`config.mk`:
```
export PLATFORM = sky130hd
export DESIGN_NAME = spi_byte_port
export DESIGN_NICKNAME = d
export VERILOG_FILES = /design/src/rtl/spi_byte_port_pkg.sv /design/src/rtl/spi_byte_port_clkgen.sv /design/src/rtl/spi_byte_port_shifter.sv /design/src/rtl/spi_byte_port_regs.sv /design/src/rtl/spi_byte_port.sv
export SDC_FILE = /design/constraint.sdc
export NUM_CORES = 1
export LEC_CHECK = 0
export BUFFER_PORTS_ARGS = -buffer_cell sky130_fd_sc_hd__clkbuf_2
export CORE_MARGIN = 2
export CORE_UTILIZATION = 55
export CTS_CLUSTER_DIAMETER = 100
export DETAILED_ROUTE_END_ITERATION = 8
export GPL_TIMING_DRIVEN = 0
export MAX_ROUTING_LAYER = met4
export PLACE_DENSITY = 0.82
export REMOVE_ABC_BUFFERS = 1
export SETUP_SLACK_MARGIN = 0.5
export SYNTH_ARGS = -nofsm -noshare
export SYNTH_HDL_FRONTEND = slang
export SYNTH_HIERARCHICAL = 1
export SYNTH_SLANG_ARGS = --single-unit
```
`constraint.sdc`:
```
create_clock -name clk -period 2 [get_ports clk]
set_input_delay 0.4 -clock clk [delete_from_list [all_inputs] [get_ports clk]]
set_output_delay 0.4 -clock clk [all_outputs]
set_load 0.01 [all_outputs]
```
`src/rtl/spi_byte_port_pkg.sv`:
```
package spi_byte_port_pkg;
  localparam int CTRL_CS_CODEC = 0;
  localparam int CTRL_CS_TOUCH = 1;
  localparam int CTRL_DIR      = 2;
  localparam int CTRL_DONE     = 3;
  localparam int CTRL_STROBE   = 4;
  localparam int CTRL_LOADED   = 5;
  localparam int CTRL_USED     = 6;

  localparam logic ADDR_DATA = 1'b0;
  localparam logic ADDR_CTRL = 1'b1;

  typedef enum logic [1:0] {
    SH_IDLE   = 2'd0,
    SH_LOADED = 2'd1,
    SH_SHIFT  = 2'd2
  } sh_state_t;
endpackage

```
`src/rtl/spi_byte_port_clkgen.sv`:
```
module spi_byte_port_clkgen #(
  parameter int DIV = 8
) (
  input  logic clk,
  input  logic rst,
  input  logic run,
  output logic tick
);
  localparam int HALF = DIV / 2;
  localparam int CW   = (HALF > 1) ? $clog2(HALF) : 1;

  logic [CW-1:0] cnt_q;

  always_ff @(posedge clk) begin
    if (rst || !run) begin
      cnt_q <= '0;
      tick  <= 1'b0;
    end else if (cnt_q == CW'(HALF - 1)) begin
      cnt_q <= '0;
      tick  <= 1'b1;
    end else begin
      cnt_q <= cnt_q + 1'b1;
      tick  <= 1'b0;
    end
  end
endmodule

```
`src/rtl/spi_byte_port_shifter.sv`:
```
module spi_byte_port_shifter
  import spi_byte_port_pkg::*;
#(
  parameter int BYTE_W = 8
) (
  input  logic              clk,
  input  logic              rst,
  input  logic              strobe,
  input  logic              dir_rd,
  input  logic [BYTE_W-1:0] tx_byte,
  input  logic              miso,
  input  logic              tick,
  output logic              run,
  output logic              loaded,
  output logic              done,
  output logic              sclk,
  output logic              mosi,
  output logic              rx_take,
  output logic [BYTE_W-1:0] rx_byte
);
  localparam int BW = $clog2(BYTE_W);

  sh_state_t         state_q;
  logic [BW-1:0]     bit_q;
  logic [BYTE_W-1:0] tx_q;
  logic [BYTE_W-1:0] rx_q;
  logic              dir_q;
  logic              loaded_q;
  logic              done_q;
  logic              sclk_q;
  logic              last_fall;

  assign last_fall = (state_q == SH_SHIFT) && tick && sclk_q &&
                     (bit_q == BW'(BYTE_W - 1));

  always_ff @(posedge clk) begin
    if (rst) begin
      state_q  <= SH_IDLE;
      bit_q    <= '0;
      tx_q     <= '0;
      rx_q     <= '0;
      dir_q    <= 1'b0;
      loaded_q <= 1'b0;
      done_q   <= 1'b0;
      sclk_q   <= 1'b0;
    end else begin
      unique case (state_q)
        SH_IDLE: begin
          if (strobe) begin
            state_q  <= SH_LOADED;
            loaded_q <= 1'b1;
            done_q   <= 1'b0;
            tx_q     <= tx_byte;
            dir_q    <= dir_rd;
            bit_q    <= '0;
            sclk_q   <= 1'b0;
          end
        end
        SH_LOADED: begin
          if (!strobe) begin
            state_q  <= SH_SHIFT;
            loaded_q <= 1'b0;
          end
        end
        SH_SHIFT: begin
          if (tick) begin
            if (!sclk_q) begin
              sclk_q <= 1'b1;
              rx_q   <= {rx_q[BYTE_W-2:0], miso};
            end else begin
              sclk_q <= 1'b0;
              if (last_fall) begin
                state_q <= SH_IDLE;
                done_q  <= 1'b1;
              end else begin
                bit_q <= bit_q + 1'b1;
                tx_q  <= {tx_q[BYTE_W-2:0], 1'b0};
              end
            end
          end
        end
        default: state_q <= SH_IDLE;
      endcase
    end
  end

  assign run     = (state_q == SH_SHIFT);
  assign loaded  = loaded_q;
  assign done    = done_q;
  assign sclk    = sclk_q;
  assign mosi    = tx_q[BYTE_W-1];
  assign rx_take = last_fall && dir_q;
  assign rx_byte = rx_q;
endmodule

```
`src/rtl/spi_byte_port_regs.sv`:
```
module spi_byte_port_regs
  import spi_byte_port_pkg::*;
#(
  parameter int BUS_W  = 16,
  parameter int BYTE_W = 8
) (
  input  logic              clk,
  input  logic              rst,
  input  logic              bus_wr,
  input  logic              bus_addr,
  input  logic [BUS_W-1:0]  bus_wdata,
  output logic [BUS_W-1:0]  bus_rdata,
  input  logic              loaded,
  input  logic              done,
  input  logic              rx_take,
  input  logic [BYTE_W-1:0] rx_byte,
  output logic [1:0]        sel,
  output logic              dir_rd,
  output logic              strobe,
  output logic [BYTE_W-1:0] tx_byte,
  output logic              cs_codec_n,
  output logic              cs_touch_n
);
  logic [BUS_W-1:0] ctrl_view;
  logic [BUS_W-1:0] data_view;

  always_comb begin
    ctrl_view                = '0;
    ctrl_view[CTRL_CS_CODEC] = sel[0];
    ctrl_view[CTRL_CS_TOUCH] = sel[1];
    ctrl_view[CTRL_DIR]      = dir_rd;
    ctrl_view[CTRL_DONE]     = done;
    ctrl_view[CTRL_STROBE]   = strobe;
    ctrl_view[CTRL_LOADED]   = loaded;
    data_view                = '0;
    data_view[BYTE_W-1:0]    = tx_byte;
  end

  always_ff @(posedge clk) begin
    if (rst) begin
      sel        <= '0;
      dir_rd     <= 1'b0;
      strobe     <= 1'b0;
      tx_byte    <= '0;
      cs_codec_n <= 1'b1;
      cs_touch_n <= 1'b1;
      bus_rdata  <= '0;
    end else begin
      if (bus_wr && bus_addr == ADDR_CTRL) begin
        sel        <= {bus_wdata[CTRL_CS_TOUCH], bus_wdata[CTRL_CS_CODEC]};
        dir_rd     <= bus_wdata[CTRL_DIR];
        strobe     <= bus_wdata[CTRL_STROBE];
        cs_codec_n <= ~bus_wdata[CTRL_CS_CODEC];
        cs_touch_n <= ~bus_wdata[CTRL_CS_TOUCH];
      end
      if (rx_take)
        tx_byte <= rx_byte;
      else if (bus_wr && bus_addr == ADDR_DATA)
        tx_byte <= bus_wdata[BYTE_W-1:0];
      bus_rdata <= (bus_addr == ADDR_CTRL) ? ctrl_view : data_view;
    end
  end
endmodule

```
`src/rtl/spi_byte_port.sv`:
```
module spi_byte_port #(
  parameter int DIV    = 8,
  parameter int BUS_W  = 16,
  parameter int BYTE_W = 8
) (
  input  logic             clk,
  input  logic             rst,
  input  logic             bus_wr,
  input  logic             bus_addr,
  input  logic [BUS_W-1:0] bus_wdata,
  output logic [BUS_W-1:0] bus_rdata,
  output logic             sclk,
  output logic             mosi,
  input  logic             miso,
  output logic             cs_codec_n,
  output logic             cs_touch_n
);
  logic [1:0]        sel;
  logic              dir_rd;
  logic              strobe;
  logic [BYTE_W-1:0] tx_byte;
  logic [BYTE_W-1:0] rx_byte;
  logic              rx_take;
  logic              loaded;
  logic              done;
  logic              run;
  logic              tick;

  spi_byte_port_regs #(.BUS_W(BUS_W), .BYTE_W(BYTE_W)) u_regs (
    .clk        (clk),
    .rst        (rst),
    .bus_wr     (bus_wr),
    .bus_addr   (bus_addr),
    .bus_wdata  (bus_wdata),
    .bus_rdata  (bus_rdata),
    .loaded     (loaded),
    .done       (done),
    .rx_take    (rx_take),
    .rx_byte    (rx_byte),
    .sel        (sel),
    .dir_rd     (dir_rd),
    .strobe     (strobe),
    .tx_byte    (tx_byte),
    .cs_codec_n (cs_codec_n),
    .cs_touch_n (cs_touch_n)
  );

  spi_byte_port_clkgen #(.DIV(DIV)) u_clkgen (
    .clk  (clk),
    .rst  (rst),
    .run  (run),
    .tick (tick)
  );

  spi_byte_port_shifter #(.BYTE_W(BYTE_W)) u_shifter (
    .clk     (clk),
    .rst     (rst),
    .strobe  (strobe),
    .dir_rd  (dir_rd),
    .tx_byte (tx_byte),
    .miso    (miso),
    .tick    (tick),
    .run     (run),
    .loaded  (loaded),
    .done    (done),
    .sclk    (sclk),
    .mosi    (mosi),
    .rx_take (rx_take),
    .rx_byte (rx_byte)
  );
endmodule

```
==> run metrics <==
Final Hold Viols=0; Hold Crit Class=primary input to flop; Ports=41; Initial DRT Pass Iterations=4; GRT Util Overall=0.239; clk root buf=clkbuf_8; worst skew pair latency=~0.31 ns; final setup margin=0.282 ns; max-slew violation count=0; Post-Syn Area=approximately 2300 um^2; Post-Place Setup Slack=-0.156 ns; synth top area cells=dfxtp_1 (44%), mux2i_1 (9.2%), a2111oi_2 (3.9%); Top FF cell, synth=dfxtp_1; Crit path required time=roughly 2.2 ns; Routed WL=between 5000 and 6000 um; Routed Antenna Nets=0; Max FO, Critical Path=6; Initial Utilization=0.573; Hold WS=approximately 0.33 ns; Arr. time, crit path=1.90 ns; DR iter-0 viols=a little under 90; Synth area leader=dfxtp_1; total number of yosys warnings=6; Async SR Flop Fraction=0; crit-path cells=and3b_2 > nand3_4 > nor2_4 > buf_6 > buf_12 > nor3_4 > a2111oi_2; first-pass GRT wire length=around 8000 um; Total Nets Final=between 200 and 300; cell at the slowest stage of the critical path=dfxtp_2; number of buffers created by CTS=5; total core area=about 4000 um^2; Final Util=0.707; clk_skew=0.00745 ns; via count=around 1,800; RePlAce Congestion=~0.76; #FFs+latches synth=50; most frequent cell after synthesis=dfxtp_1; RSZ-0062 raised after global routing=true; die footprint=between 4000 and 5000 um^2; vias in the first global route=1,675; Commonest cells post-synth=dfxtp_1 (50), mux2i_1 (21), nor2_1 (20); GR Overflow Total=0; maximum VDD drop=approximately 0.00054 V; DR DRC count=0; Die Y=between 60 and 70 um; largest net degree at the start of global routing=50; Port Buffers=24; fin cells=312; H-tree Lvls=2; post-synth cell types=40; P&R area growth vs syn=23.2%; Tcrit/Tclk final=0.859; synthesized instance count=226; number of synthesized flops with an enable pin=0; initial antenna violation count=0; die width=a little under 70 um; crit start category=flop; critical path class=flop to flop; placed cells=~280; routed len/inst=between 15 and 20 um; vias per cell=between 5 and 6; f_max=roughly 580 MHz; CTS clk-pin slew, worst paths=0.09 ns; Max stage delay on crit path=0.41 ns; Hold-fix buffers, CTS=0; Post-DP HPWL=2650 um; post-synthesis sequential area ratio=0.436; max-cap violations=0; FILL cells=between 200 and 300; cell row count=23; layout cells sized above 1=0.366; Ant. Diodes=0; clock buffer depth=2; top-area cell type share of the netlist area=0.436; fin crit period=between 1.5 and 2 ns; Fin Setup TNS=0 ns; syn_area_per_cell=10.1 um^2; max_slew headroom=0.584; CTS sink cnt=50; CTS tree=done; Pleak=1.10 nW; Worst Tran Pin Value=about 0.62 ns; endpoint class of the critical path=flop; final setup fails=0; Pwr Density=roughly 630 nW/um^2; status=finished clean
[final cells by class]
type / instances / area (um^2) / area share
tap: 50 / 62.6 / 0.0221
sequential: 50 / 1010 / 0.359
clock inverter: 1 / 7.51 / 0.00266
multi-input combinational: 145 / 1240 / 0.439
inverter: 12 / 45.0 / 0.0159
clock buffer: 6 / 72.6 / 0.0257
timing repair buffer: 48 / 384 / 0.136
[critical path, delay by kind of cell, from the launching register on]
family | cells | cell delay, ns
buffers and inverters | 2 | 0.24
DFF | 1 | 0.41
and+or+nand+nor | 4 | 0.55
AOI/OAI and AO/OA | 1 | 0.38
[per-stage QoR]
step / total power [mW] / area [um^2]
after detailed placement: 1.21 / 2310
after global placement: 1.21 / 2290
after global routing: 1.85 / 2830
final: 1.79 / 2830
after CTS: 1.77 / 2640
after floorplan: 1.15 / 2110
[kinds of logic after synthesis]
kind of cell / count (synthesis) / synth area share
muxes: 21 / 0.0917
other: 1 / 0.00164
adders and majority gates: 3 / 0.0164
and+or+nand+nor: 65 / 0.170
buffers and inverters: 39 / 0.112
AOI/OAI and AO/OA: 47 / 0.171
DFF: 50 / 0.436
[flip-flops by register name, summed over array words and instances, names as in the netlist]
signal and cells:
u_clkgen/cnt_q 2, u_clkgen/tick 1, u_regs/bus_rdata 8, u_regs/cs_codec_n 1, u_regs/cs_touch_n 1, u_regs/dir_rd 1
u_regs/sel 2, u_regs/strobe 1, u_regs/tx_byte 8, u_shifter/bit_q 3, u_shifter/dir_q 1, u_shifter/done 1
u_shifter/loaded 1, u_shifter/rx_byte 8, u_shifter/sclk 1, u_shifter/state_q 2, u_shifter/tx_q 8
[cells in the final DEF, fill, tap and decap left out, drive strengths merged, types with 4 or more instances in the layout]
master	n
a2111oi	15
a21oi	12
a31o	7
buf	24
clkbuf	30
conb	8
dfxtp	50
inv	12
mux2i	21
nand2	5
nand3	5
nor2	20
nor3	16
nor3b	4
o21ai	5
[what timing repair did]
| action | CTS | global route |
|---|---|---|
| cloned | 3 | 0 |
| pin swaps | 6 | 6 |
| setup buffers | 13 | 8 |
| hold endpoints to repair | 0 | 0 |
| resized for setup | 28 | 19 |
| setup endpoints to repair | 26 | 20 |
[routing by layer]
layer | GRT usage | share of wire | vias to the layer above
met5 | - | 0 | -
met4 | 0.138 | 0.028 | 0
met3 | 0.0438 | 0.039 | 10
met2 | 0.365 | 0.50 | 46
met1 | 0.296 | 0.43 | 884
li1 | - | - | 872
[path summary, 6_finish.rpt]
path              cells after the start  slack [ns]                          from                                 to
hold reg to reg                       1        0.45  u_clkgen/cnt_q[0]$_SDFF_PP0_       u_clkgen/cnt_q[0]$_SDFF_PP0_
setup reg to reg                      7        0.28      u_clkgen/tick$_SDFF_PP0_     u_regs/tx_byte[2]$_SDFFE_PP0P_
hold / removal                        3        0.33                          miso  u_shifter/rx_byte[0]$_SDFFE_PP0P_
setup / recovery                      7        0.28      u_clkgen/tick$_SDFF_PP0_     u_regs/tx_byte[2]$_SDFFE_PP0P_
[where the power goes]
part | total [mW] | switching (mW) | leakage [nW] | internal (mW)
clock network | 0.570 | 0.329 | 0.0373 | 0.240
logic | 0.179 | 0.109 | 0.651 | 0.0705
registers | 1.04 | 0.0209 | 0.410 | 1.02
total | 1.79 | 0.459 | 1.10 | 1.33
No activity file was read; power rests on OpenSTA's default activity.
